<file path="src/rtl/qdac_pkg.sv">
package qdac_pkg;
   localparam int QD_CHANS  = 4;
   localparam int QD_CODE_W = 8;
   localparam int QD_SYNC   = 2;

   typedef enum logic {
      WK_DATA = 1'b0,
      WK_CTRL = 1'b1
   } word_kind_e;
endpackage

</file>
<file path="src/rtl/qdac_sync.sv">
module qdac_sync #(
   parameter int W      = 4,
   parameter int STAGES = 2
) (
   input  logic         clk,
   input  logic         rst,
   input  logic [W-1:0] d_i,
   output logic [W-1:0] q_o
);
   generate
      if (STAGES < 2) begin : g_bad_stages
         $error("qdac_sync: STAGES must be at least 2");
      end
   endgenerate

   logic [W-1:0] stg_q [STAGES];

   always_ff @(posedge clk) begin
      if (rst) begin
         for (int i = 0; i < STAGES; i++) stg_q[i] <= '0;
      end else begin
         stg_q[0] <= d_i;
         for (int i = 1; i < STAGES; i++) stg_q[i] <= stg_q[i-1];
      end
   end

   assign q_o = stg_q[STAGES-1];
endmodule

</file>
<file path="src/rtl/qdac_deser.sv">
module qdac_deser #(
   parameter int WORD_W = 12
) (
   input  logic              clk,
   input  logic              rst,
   input  logic              sclk_s_i,
   input  logic              sdat_s_i,
   input  logic              en_s_i,
   output logic              word_vld_o,
   output logic [WORD_W-1:0] word_o,
   output logic              en_fall_o
);
   localparam int CNT_W = $clog2(WORD_W + 1);
   localparam logic [CNT_W-1:0] LAST = CNT_W'(WORD_W - 1);

   generate
      if (WORD_W < 4) begin : g_bad_word
         $error("qdac_deser: WORD_W too small");
      end
   endgenerate

   logic              sclk_d_q, en_d_q;
   logic [WORD_W-2:0] sh_q;
   logic [CNT_W-1:0]  cnt_q, zrun_q;
   logic              vld_q, en_fall_q;
   logic [WORD_W-1:0] word_q;

   logic sclk_fall, en_rise, shift;
   assign sclk_fall = sclk_d_q & ~sclk_s_i;
   assign en_rise   = ~en_d_q & en_s_i;
   assign shift     = en_s_i & sclk_fall;

   always_ff @(posedge clk) begin
      if (rst) begin
         sclk_d_q  <= 1'b0;
         en_d_q    <= 1'b0;
         sh_q      <= '0;
         cnt_q     <= '0;
         zrun_q    <= '0;
         vld_q     <= 1'b0;
         en_fall_q <= 1'b0;
         word_q    <= '0;
      end else begin
         sclk_d_q  <= sclk_s_i;
         en_d_q    <= en_s_i;
         vld_q     <= 1'b0;
         en_fall_q <= en_d_q & ~en_s_i;
         if (en_rise) begin
            cnt_q  <= '0;
            zrun_q <= '0;
         end else if (shift) begin
            sh_q <= {sh_q[WORD_W-3:0], sdat_s_i};
            if (cnt_q == LAST) begin
               cnt_q  <= '0;
               vld_q  <= 1'b1;
               word_q <= {sh_q, sdat_s_i};
            end else begin
               cnt_q <= cnt_q + 1'b1;
            end
            if (sdat_s_i) begin
               zrun_q <= '0;
            end else if (zrun_q == LAST) begin
               zrun_q <= '0;
               cnt_q  <= '0;
            end else begin
               zrun_q <= zrun_q + 1'b1;
            end
         end
      end
   end

   assign word_vld_o = vld_q;
   assign word_o     = word_q;
   assign en_fall_o  = en_fall_q;


   bitcnt_hold_chk: assert property (@(posedge clk) disable iff (rst)
      !en_s_i |=> $stable(cnt_q));


   word_spacing_chk: assert property (@(posedge clk) disable iff (rst)
      vld_q |=> !vld_q);


   zrun_reset_chk: assert property (@(posedge clk) disable iff (rst)
      (shift && !en_rise && !sdat_s_i && zrun_q == LAST) |=> (cnt_q == '0));
endmodule

</file>
<file path="src/rtl/qdac_regs.sv">
module qdac_regs
   import qdac_pkg::*;
#(
   parameter int CHANS  = 4,
   parameter int CODE_W = 8,
   parameter int ADDR_W = 2,
   parameter int WORD_W = 12
) (
   input  logic                    clk,
   input  logic                    rst,
   input  logic                    word_vld_i,
   input  logic [WORD_W-1:0]       word_i,
   input  logic                    en_fall_i,
   output logic [CHANS*CODE_W-1:0] code_o,
   output logic [CHANS-1:0]        gain_o,
   output logic [CHANS-1:0]        inh_o,
   output logic                    act_o
);
   localparam int MODE_B   = WORD_W - 2;
   localparam int RNG_LSB  = MODE_B - CHANS;
   localparam int INH_LSB  = RNG_LSB - CHANS;
   localparam int ACT_B    = INH_LSB - 1;
   localparam int ADDR_LSB = WORD_W - 1 - ADDR_W;

   generate
      if ((1 << ADDR_W) != CHANS) begin : g_bad_chans
         $error("qdac_regs: CHANS must equal 2**ADDR_W");
      end
      if (ACT_B < 0) begin : g_bad_ctrl
         $error("qdac_regs: control fields do not fit in the word");
      end
      if (ADDR_LSB < CODE_W) begin : g_bad_data
         $error("qdac_regs: data fields do not fit in the word");
      end
   endgenerate

   logic [CODE_W-1:0] stg_code [CHANS];
   logic [CODE_W-1:0] nx_code  [CHANS];
   logic [CODE_W-1:0] live_code[CHANS];
   logic [CHANS-1:0]  stg_rng, stg_inh, nx_rng, nx_inh, live_rng, live_inh;
   logic              stg_act, nx_act, live_act, mode_q, nx_mode, pub;

   logic unused_word_bits;
   assign unused_word_bits = ^word_i;

   always_comb begin
      nx_code = stg_code;
      nx_rng  = stg_rng;
      nx_inh  = stg_inh;
      nx_act  = stg_act;
      nx_mode = mode_q;
      if (word_vld_i) begin
         if (word_kind_e'(word_i[WORD_W-1]) == WK_CTRL) begin
            nx_mode = mode_q | word_i[MODE_B];
            nx_rng  = word_i[RNG_LSB +: CHANS];
            nx_inh  = word_i[INH_LSB +: CHANS];
            nx_act  = word_i[ACT_B];
         end else begin
            nx_code[word_i[ADDR_LSB +: ADDR_W]] = word_i[CODE_W-1:0];
         end
      end
   end

   assign pub = en_fall_i | (word_vld_i & nx_mode);

   always_ff @(posedge clk) begin
      if (rst) begin
         for (int i = 0; i < CHANS; i++) begin
            stg_code[i]  <= '0;
            live_code[i] <= '0;
         end
         stg_rng  <= '1;
         live_rng <= '1;
         stg_inh  <= '0;
         live_inh <= '0;
         stg_act  <= 1'b0;
         live_act <= 1'b0;
         mode_q   <= 1'b0;
      end else begin
         stg_code <= nx_code;
         stg_rng  <= nx_rng;
         stg_inh  <= nx_inh;
         stg_act  <= nx_act;
         mode_q   <= nx_mode;
         if (pub) begin
            live_code <= nx_code;
            live_rng  <= nx_rng;
            live_inh  <= nx_inh;
         end
         if (en_fall_i) live_act <= nx_act;
      end
   end

   generate
      for (genvar c = 0; c < CHANS; c++) begin : g_pack
         assign code_o[c*CODE_W +: CODE_W] = live_code[c];
      end
   endgenerate

   assign gain_o = live_rng;
   assign inh_o  = live_inh;
   assign act_o  = live_act;


   mode_sticky_chk: assert property (@(posedge clk) disable iff (rst)
      mode_q |=> mode_q);


   code_hold_chk: assert property (@(posedge clk) disable iff (rst)
      (!en_fall_i && !word_vld_i) |=> $stable(code_o));


   act_latch_chk: assert property (@(posedge clk) disable iff (rst)
      !en_fall_i |=> $stable(live_act));


   gain_hold_chk: assert property (@(posedge clk) disable iff (rst)
      (!mode_q && !en_fall_i && word_vld_i && !word_i[WORD_W-1]) |=> $stable(gain_o));
endmodule

</file>
<file path="src/rtl/qdac_front.sv">
module qdac_front
   import qdac_pkg::*;
#(
   parameter int CHANS       = QD_CHANS,
   parameter int CODE_W      = QD_CODE_W,
   parameter int SYNC_STAGES = QD_SYNC
) (
   input  logic                    clk,
   input  logic                    rst,
   input  logic                    ser_clk_i,
   input  logic                    ser_dat_i,
   input  logic                    ser_en_i,
   input  logic                    hw_act_i,
   output logic [CHANS*CODE_W-1:0] code_o,
   output logic [CHANS-1:0]        gain2_o,
   output logic [CHANS-1:0]        active_o
);
   localparam int ADDR_W = (CHANS > 1) ? $clog2(CHANS) : 1;
   localparam int WORD_W = 2 + ADDR_W + CODE_W;

   logic [3:0] raw_in, syn;
   assign raw_in = {hw_act_i, ser_en_i, ser_dat_i, ser_clk_i};

   qdac_sync #(.W(4), .STAGES(SYNC_STAGES)) u_sync (
      .clk (clk),
      .rst (rst),
      .d_i (raw_in),
      .q_o (syn)
   );

   logic              wvld, en_fall;
   logic [WORD_W-1:0] word;

   qdac_deser #(.WORD_W(WORD_W)) u_deser (
      .clk        (clk),
      .rst        (rst),
      .sclk_s_i   (syn[0]),
      .sdat_s_i   (syn[1]),
      .en_s_i     (syn[2]),
      .word_vld_o (wvld),
      .word_o     (word),
      .en_fall_o  (en_fall)
   );

   logic [CHANS-1:0] inh;
   logic             act;

   qdac_regs #(.CHANS(CHANS), .CODE_W(CODE_W), .ADDR_W(ADDR_W), .WORD_W(WORD_W)) u_regs (
      .clk        (clk),
      .rst        (rst),
      .word_vld_i (wvld),
      .word_i     (word),
      .en_fall_i  (en_fall),
      .code_o     (code_o),
      .gain_o     (gain2_o),
      .inh_o      (inh),
      .act_o      (act)
   );

   generate
      for (genvar c = 0; c < CHANS; c++) begin : g_act
         assign active_o[c] = inh[c] | (act & syn[3]);
      end
   endgenerate


   shutdown_chk: assert property (@(posedge clk) disable iff (rst)
      (!act) |-> (active_o == inh));
endmodule

</file>
<file path="config.mk">
export PLATFORM = sky130hd
export DESIGN_NAME = qdac_front
export DESIGN_NICKNAME = d
export VERILOG_FILES = /design/src/rtl/qdac_pkg.sv /design/src/rtl/qdac_sync.sv /design/src/rtl/qdac_deser.sv /design/src/rtl/qdac_regs.sv /design/src/rtl/qdac_front.sv
export SDC_FILE = /design/constraint.sdc
export NUM_CORES = 1
export LEC_CHECK = 0
export BUFFER_PORTS_ARGS = -buffer_cell sky130_fd_sc_hd__buf_2
export CAP_MARGIN = 20
export CORE_ASPECT_RATIO = 0.5
export CORE_MARGIN = 5
export CORE_UTILIZATION = 58
export DETAILED_ROUTE_END_ITERATION = 10
export PLACE_DENSITY = 0.85
export SETUP_SLACK_MARGIN = 0.5
export SLEW_MARGIN = 10
export SYNTH_ARGS = -nofsm -noshare
export SYNTH_HDL_FRONTEND = slang
export SYNTH_HIERARCHICAL = 1
export SYNTH_SLANG_ARGS = --single-unit
</file>
<file path="constraint.sdc">
create_clock -name clk -period 1.85 [get_ports clk]
set_clock_uncertainty 0.15 [all_clocks]
set_input_delay 0.0925 -clock clk [delete_from_list [all_inputs] [get_ports clk]]
set_output_delay 0.0925 -clock clk [all_outputs]
set_load 0.05 [all_outputs]
</file>
# == Word level (Yosys, flattened, before mapping) ==
# Memories as Yosys holds them, arrays and structs flattened.
# Cells that the tools add are included.
# word_totals
reg_bits,118
ram_bits,8
input_bits,6
word_cells,79
mem_count,1
# op_classes
addsub,2
magnitude_cmp,2
eq_ne,2
n_mux,24
bitwise,20
n_reduce_logical,5
# memory_table
memory,depth,word_bits,rd,rd_ports_with_merged_regs,write_ports,line,text
u_sync.stg_q,2,4,2,0,2,qdac_sync.sv:16,logic [W-1:0] stg_q [STAGES];
# op_table
operator,count
$mux 32,2
$mux 4,11
$bwmux 32,1
$demux 8 s2,1
$add 4x1->4 const B,2
$eq 4x4->1 const B,2
$mux 1,8
$mux 8,1
$or 1x1->1,8
$and 1x1->1,6
$not 1->1,5
$ge 3x3->1 const B,1
$lt 3x1->1 const B,1
$not 2->3,1
$reduce_and 3->1,1
$reduce_or 3->1,1
$reduce_and 2->1,1
$reduce_or 2->1,1
$logic_and 1x1->1,1

# == Longest topological paths before layout ==
# depth
ltp_word,8
mapped_depth,6

# == Modules after synthesis ==
# The synthesis kept the hierarchy.
# by_module_without_submodules
module,n_inst,cells_each,area_each_um2,seq_area_each_um2
qdac_regs,1,291,3046.7,1661.6
qdac_deser,1,159,1326.3,700.7
qdac_sync,1,20,240.2,160.2
qdac_front,1,4,30.0,0.0

# == Least setup slack after synthesis ==
# No wires, ideal clock.
# synth_path
path_kind,reg-to-reg
from,"mem u_sync.stg_q[1][0], in the netlist u_sync/stg_q[0][4]"
to,reg u_deser.sh_q[10]
setup_time_ns,0.132
arrival_time_ns,1.204
required_ns,1.568
path_slack_ns,0.364
stages_incl_launch_ff,7
n_path_buf,2
synth_period_minus_slack_ns,1.486
path_cell_list,dfxtp_1 buf_4 nand3b_2 or2_2 buf_2 nand2_1 a21oi_1
# synth_lines
item,line,text
start: declaration,qdac_sync.sv:16,
end signal: assignment,qdac_deser.sv:52,"sh_q <= {sh_q[WORD_W-3:0], sdat_s_i};"
end: declaration,qdac_deser.sv:23,logic [WORD_W-2:0] sh_q;

# == Worst setup path after layout ==
# layout_path
from,"reg u_deser.vld_q, in the netlist u_deser/word_vld_o"
to,"reg u_regs.live_code, in the netlist u_regs/code_o[29]"
# layout_between
elab_chain_len,3
word_cells_on_any_way,4
cone_classes,mux (2); bitwise (2)
# layout_rtl
item,line,text
start: declaration,qdac_deser.sv:25,"logic vld_q, en_fall_q;"
start signal: assignment,qdac_deser.sv:40,vld_q <= 1'b0;
start signal: assignment,qdac_deser.sv:46,vld_q <= 1'b0;
start signal: assignment,qdac_deser.sv:55,vld_q <= 1'b1;
$mux 1,qdac_regs.sv:52,if (word_vld_i) begin
$and 1x1->1,qdac_regs.sv:64,assign pub = en_fall_i | (word_vld_i & nx_mode);
$or 1x1->1,qdac_regs.sv:64,
end signal: assignment,qdac_regs.sv:86,live_code <= nx_code;
end: declaration,qdac_regs.sv:39,logic [CODE_W-1:0] live_code[CHANS];
# Parallel ways exist; a longest one is shown, timed or not.
# A chain may end at the register's enable or synchronous reset.

==> reports/qor.yml <==
logic_synthesis:
  synth.avg_cell_area_um2: 9.80
  synthesis.nets: 482
  synth_top_family_by_area: "simple AND/OR/NAND/NOR gates"
  yosysTopAreaCellShare_pct: 54.3
  synth-seq-area-share_pct: 54.3
  synth_ff_type: "dfxtp_1"
  muxShareOfSynthArea_pct: 7.98
  synthTopCellsByCount: "dfxtp_1, nand2_1, nor2_1, nor3_1"
  synth.most_common_cell: "dfxtp_1"
  synthTopCellsByArea: "dfxtp_1, mux2i_1, a211oi_1, nor3_1, nand2_1"
  synth_edf_count: 0
  synthAdderAreaFrac_pct: 0.539
  ys_ff_latch: 126
  ys_warn_count: 6
  synth_compound_area_share_pct: 13.7
  syn-instance-count: 474
  yosys.area.top_type: "dfxtp_1"
  yosys.area_share.xor_xnor_pct: 0
  async_flop_share_pct: 0
  yosys.area_share.simple_pct: 18.6
  ys_types: 42
  synthesis.area_mm2: 0.00464
layout:
  syn_to_final_growth_pct: 48.0
  final_util_pct: 87.2
  layout.nets: 567
  n_antenna_cell: 0
  drive_gt1_share_pct: 42.8
timing:
  fin_crit_ns: 1.76
  fin_tns_setup_ns: 0
  max_freq_mhz: 568
  finalHoldViolations: 0
  tightest_slew_ns: 1.20
  rsz0062_at_grt: "yes"
  max-slew-margin-rel_pct: 19.9
  slew_violations: 0
  fin_crit_sh_pct: 95.2
  setup_viol_count_final: 0
die:
  num_rows: 23
  initial_core_util_pct: 58.9
  die_h_um: 73.3
  io_pins: 46
  fp.coreArea_mm2: 0.00789
  die_x_um: 137
  dieArea_mm2: 0.0100
clock_network:
  clk_latency_ns: 0.42
  htreeDepth: 4
  clkTransAtPathRegs_ns: 0.06
  cts_tree: "done"
  cts_buffer_depth: 2
  clock-sinks: 126
  root_buffer: "clkbuf_16"
  cts_made_buffers: 17
placement:
  gp_congestion: 0.771
  portBuffers: 45
  hpwl_mm: 5.99
power_and_ir_drop:
  p_leak_nw: 2.55
  ir_worst_vdd_uv: 716
  p_sw_mw: 1.46
  power_frac_comb_pct: 3.8
  switching_share_pct: 23.7
  pwr_density_cell_mw_per_mm2: 897
  p_clk_share_pct: 51.6
  seqPwrFrac_pct: 44.6
  intPower_mw: 4.71
global_route:
  grt-ovfl-total: 0
  grt_max_degree: 58
  busiest_layer: "met2"
  grt_pass1_wl_mm: 19.9
  grt_pass1_vias: 3953
  grtUsageMet3_pct: 7.80
  globalRouteTotalUtil_pct: 26.7
  gr-usage-met1_pct: 30.0
  grt.met2_usage_pct: 46.2
  antenna_found_initial: 0
hold_path:
  hold_path.class: "in2reg"
critical_path:
  crit_path_start_kind: "flop"
  endpoint_kind: "flop"
  cp.required_ns: 2.01
  crit_fanout: 8
  critPathArrivalTime_ns: 1.92
  critPathKind: "reg2reg"
job:
  drv_cap: 0
drt:
  routed_wl_mm: 18.1
  first_iter_violations: 701
  drc: 0
  viasPerCell: 6.80
  first_pass_iters: 9
  ant_nets: 0
  vias: 4648
  wl_per_cell_um: 26.5
outcome:
  run_status: "finished clean"
## worst paths after layout
kind         slack [ns]                 end               start  depth (start not counted)
max                0.09   u_regs/code_o[29]  u_deser/word_vld_o                          5
min                0.04  u_regs/stg_code[0]                 rst                          3
max reg2reg        0.09   u_regs/code_o[29]  u_deser/word_vld_o                          5
min reg2reg        0.29  u_sync/stg_q[0][4]  u_sync/stg_q[0][0]                          1
## per-stage QoR
stage / instances / hold slack (ns) / worst slack [ns] / instance area (um2) / total power [mW]
final: 684 / 0.0408 / 0.0894 / 6870 / 6.17
after global routing: 684 / 0.0536 / 0.0820 / 6870 / 6.31
after CTS: 663 / 0.0314 / 0.344 / 6020 / 6.07
after detailed placement: 601 / 0.161 / 0.117 / 4920 / 2.99
after global placement: 601 / 0.150 / 0.174 / 4920 / 2.99
after floorplan: 474 / 0.0141 / 0.425 / 4700 / 2.95
## metal layers
layer	up-vias	share of wire (%)
met5	-	0
met2	459	46
li1	1860	-
met4	0	7.5
met3	147	12
met1	2182	35
## cells in the final DEF, fill, tap and decap left out, types with 5 or more instances in the layout
cell / synthesis / layout
a21o_1: 6 / 6
nand2_4: 0 / 5
dlygate4sd3_1: 0 / 9
nor3_4: 0 / 6
a211oi_2: 0 / 7
buf_4: 5 / 22
dfxtp_2: 0 / 9
nor2_1: 47 / 46
a21oi_2: 0 / 8
buf_12: 0 / 7
buf_6: 5 / 20
o21bai_1: 5 / 5
dfxtp_4: 0 / 8
clkinv_2: 0 / 6
nor2b_1: 12 / 11
mux2i_2: 0 / 8
mux2i_4: 0 / 24
a21oi_1: 31 / 22
buf_2: 12 / 40
nand2_1: 50 / 35
mux2i_1: 37 / 5
clkbuf_16: 0 / 20
nor3_1: 42 / 33
a211oi_1: 37 / 30
dfxtp_1: 126 / 109
nand2_2: 0 / 8
## power groups by stage
stage	combinational, mW	sequential (mW)	clock (mW)
2_1_floorplan	0.0921	2.86	0
3_3_place_gp	0.176	2.81	0
3_5_place_dp	0.178	2.82	0
4_1_cts	0.205	2.75	3.11
5_1_grt	0.240	2.75	3.32
6_report	0.232	2.75	3.18
## cell families after synthesis
logic type                 count (synthesis)
buffers and inverters                     41
DFF                                      126
adders and majority gates                  2
AOI/OAI and AO/OA                         93
muxes                                     37
and+or+nand+nor                          175
## sequential cells by signal, indices dropped and copies added, names as in the netlist
name and flops:
u_deser/sh_q 11, u_regs/stg_rng 4, u_regs/gain_o 4, u_regs/stg_inh 4, u_regs/stg_act 1, u_regs/code_o 32, u_sync/stg_q 8, u_deser/word_o 12
u_regs/inh_o 4, u_deser/zrun_q 4, u_regs/stg_code 32, u_deser/en_d_q 1, u_regs/act_o 1, u_deser/cnt_q 4, u_deser/en_fall_o 1, u_regs/mode_q 1
u_deser/word_vld_o 1, u_deser/sclk_d_q 1
## what timing repair did
item                                   in CTS  in global routing
setup endpoints to repair                 112                123
buffers inserted                           17                 16
gates cloned                                3                  5
endpoints found under the hold margin      31                  0
hold buffers                               10                  0
resized for setup                          66                130
pin swaps                                  22                 36
## worst max-delay path: stages, from the launching register on
cell,delay (ns)
dfxtp_4,0.41
buf_6,0.16
nand4b_1,0.14
buf_6,0.21
mux2i_2,0.18
a211oi_1,0.38
## cell type report
type                    instances  area, um2
clock buffers                  21        460
clock inverters                11       92.6
fillers                       300       1010
inverters                       1       3.75
multi-input cells             310       2680
flip-flops and latches        126       2560
well taps                     112        140
repair buffers                103        936
No activity file was read; power rests on OpenSTA's default activity.
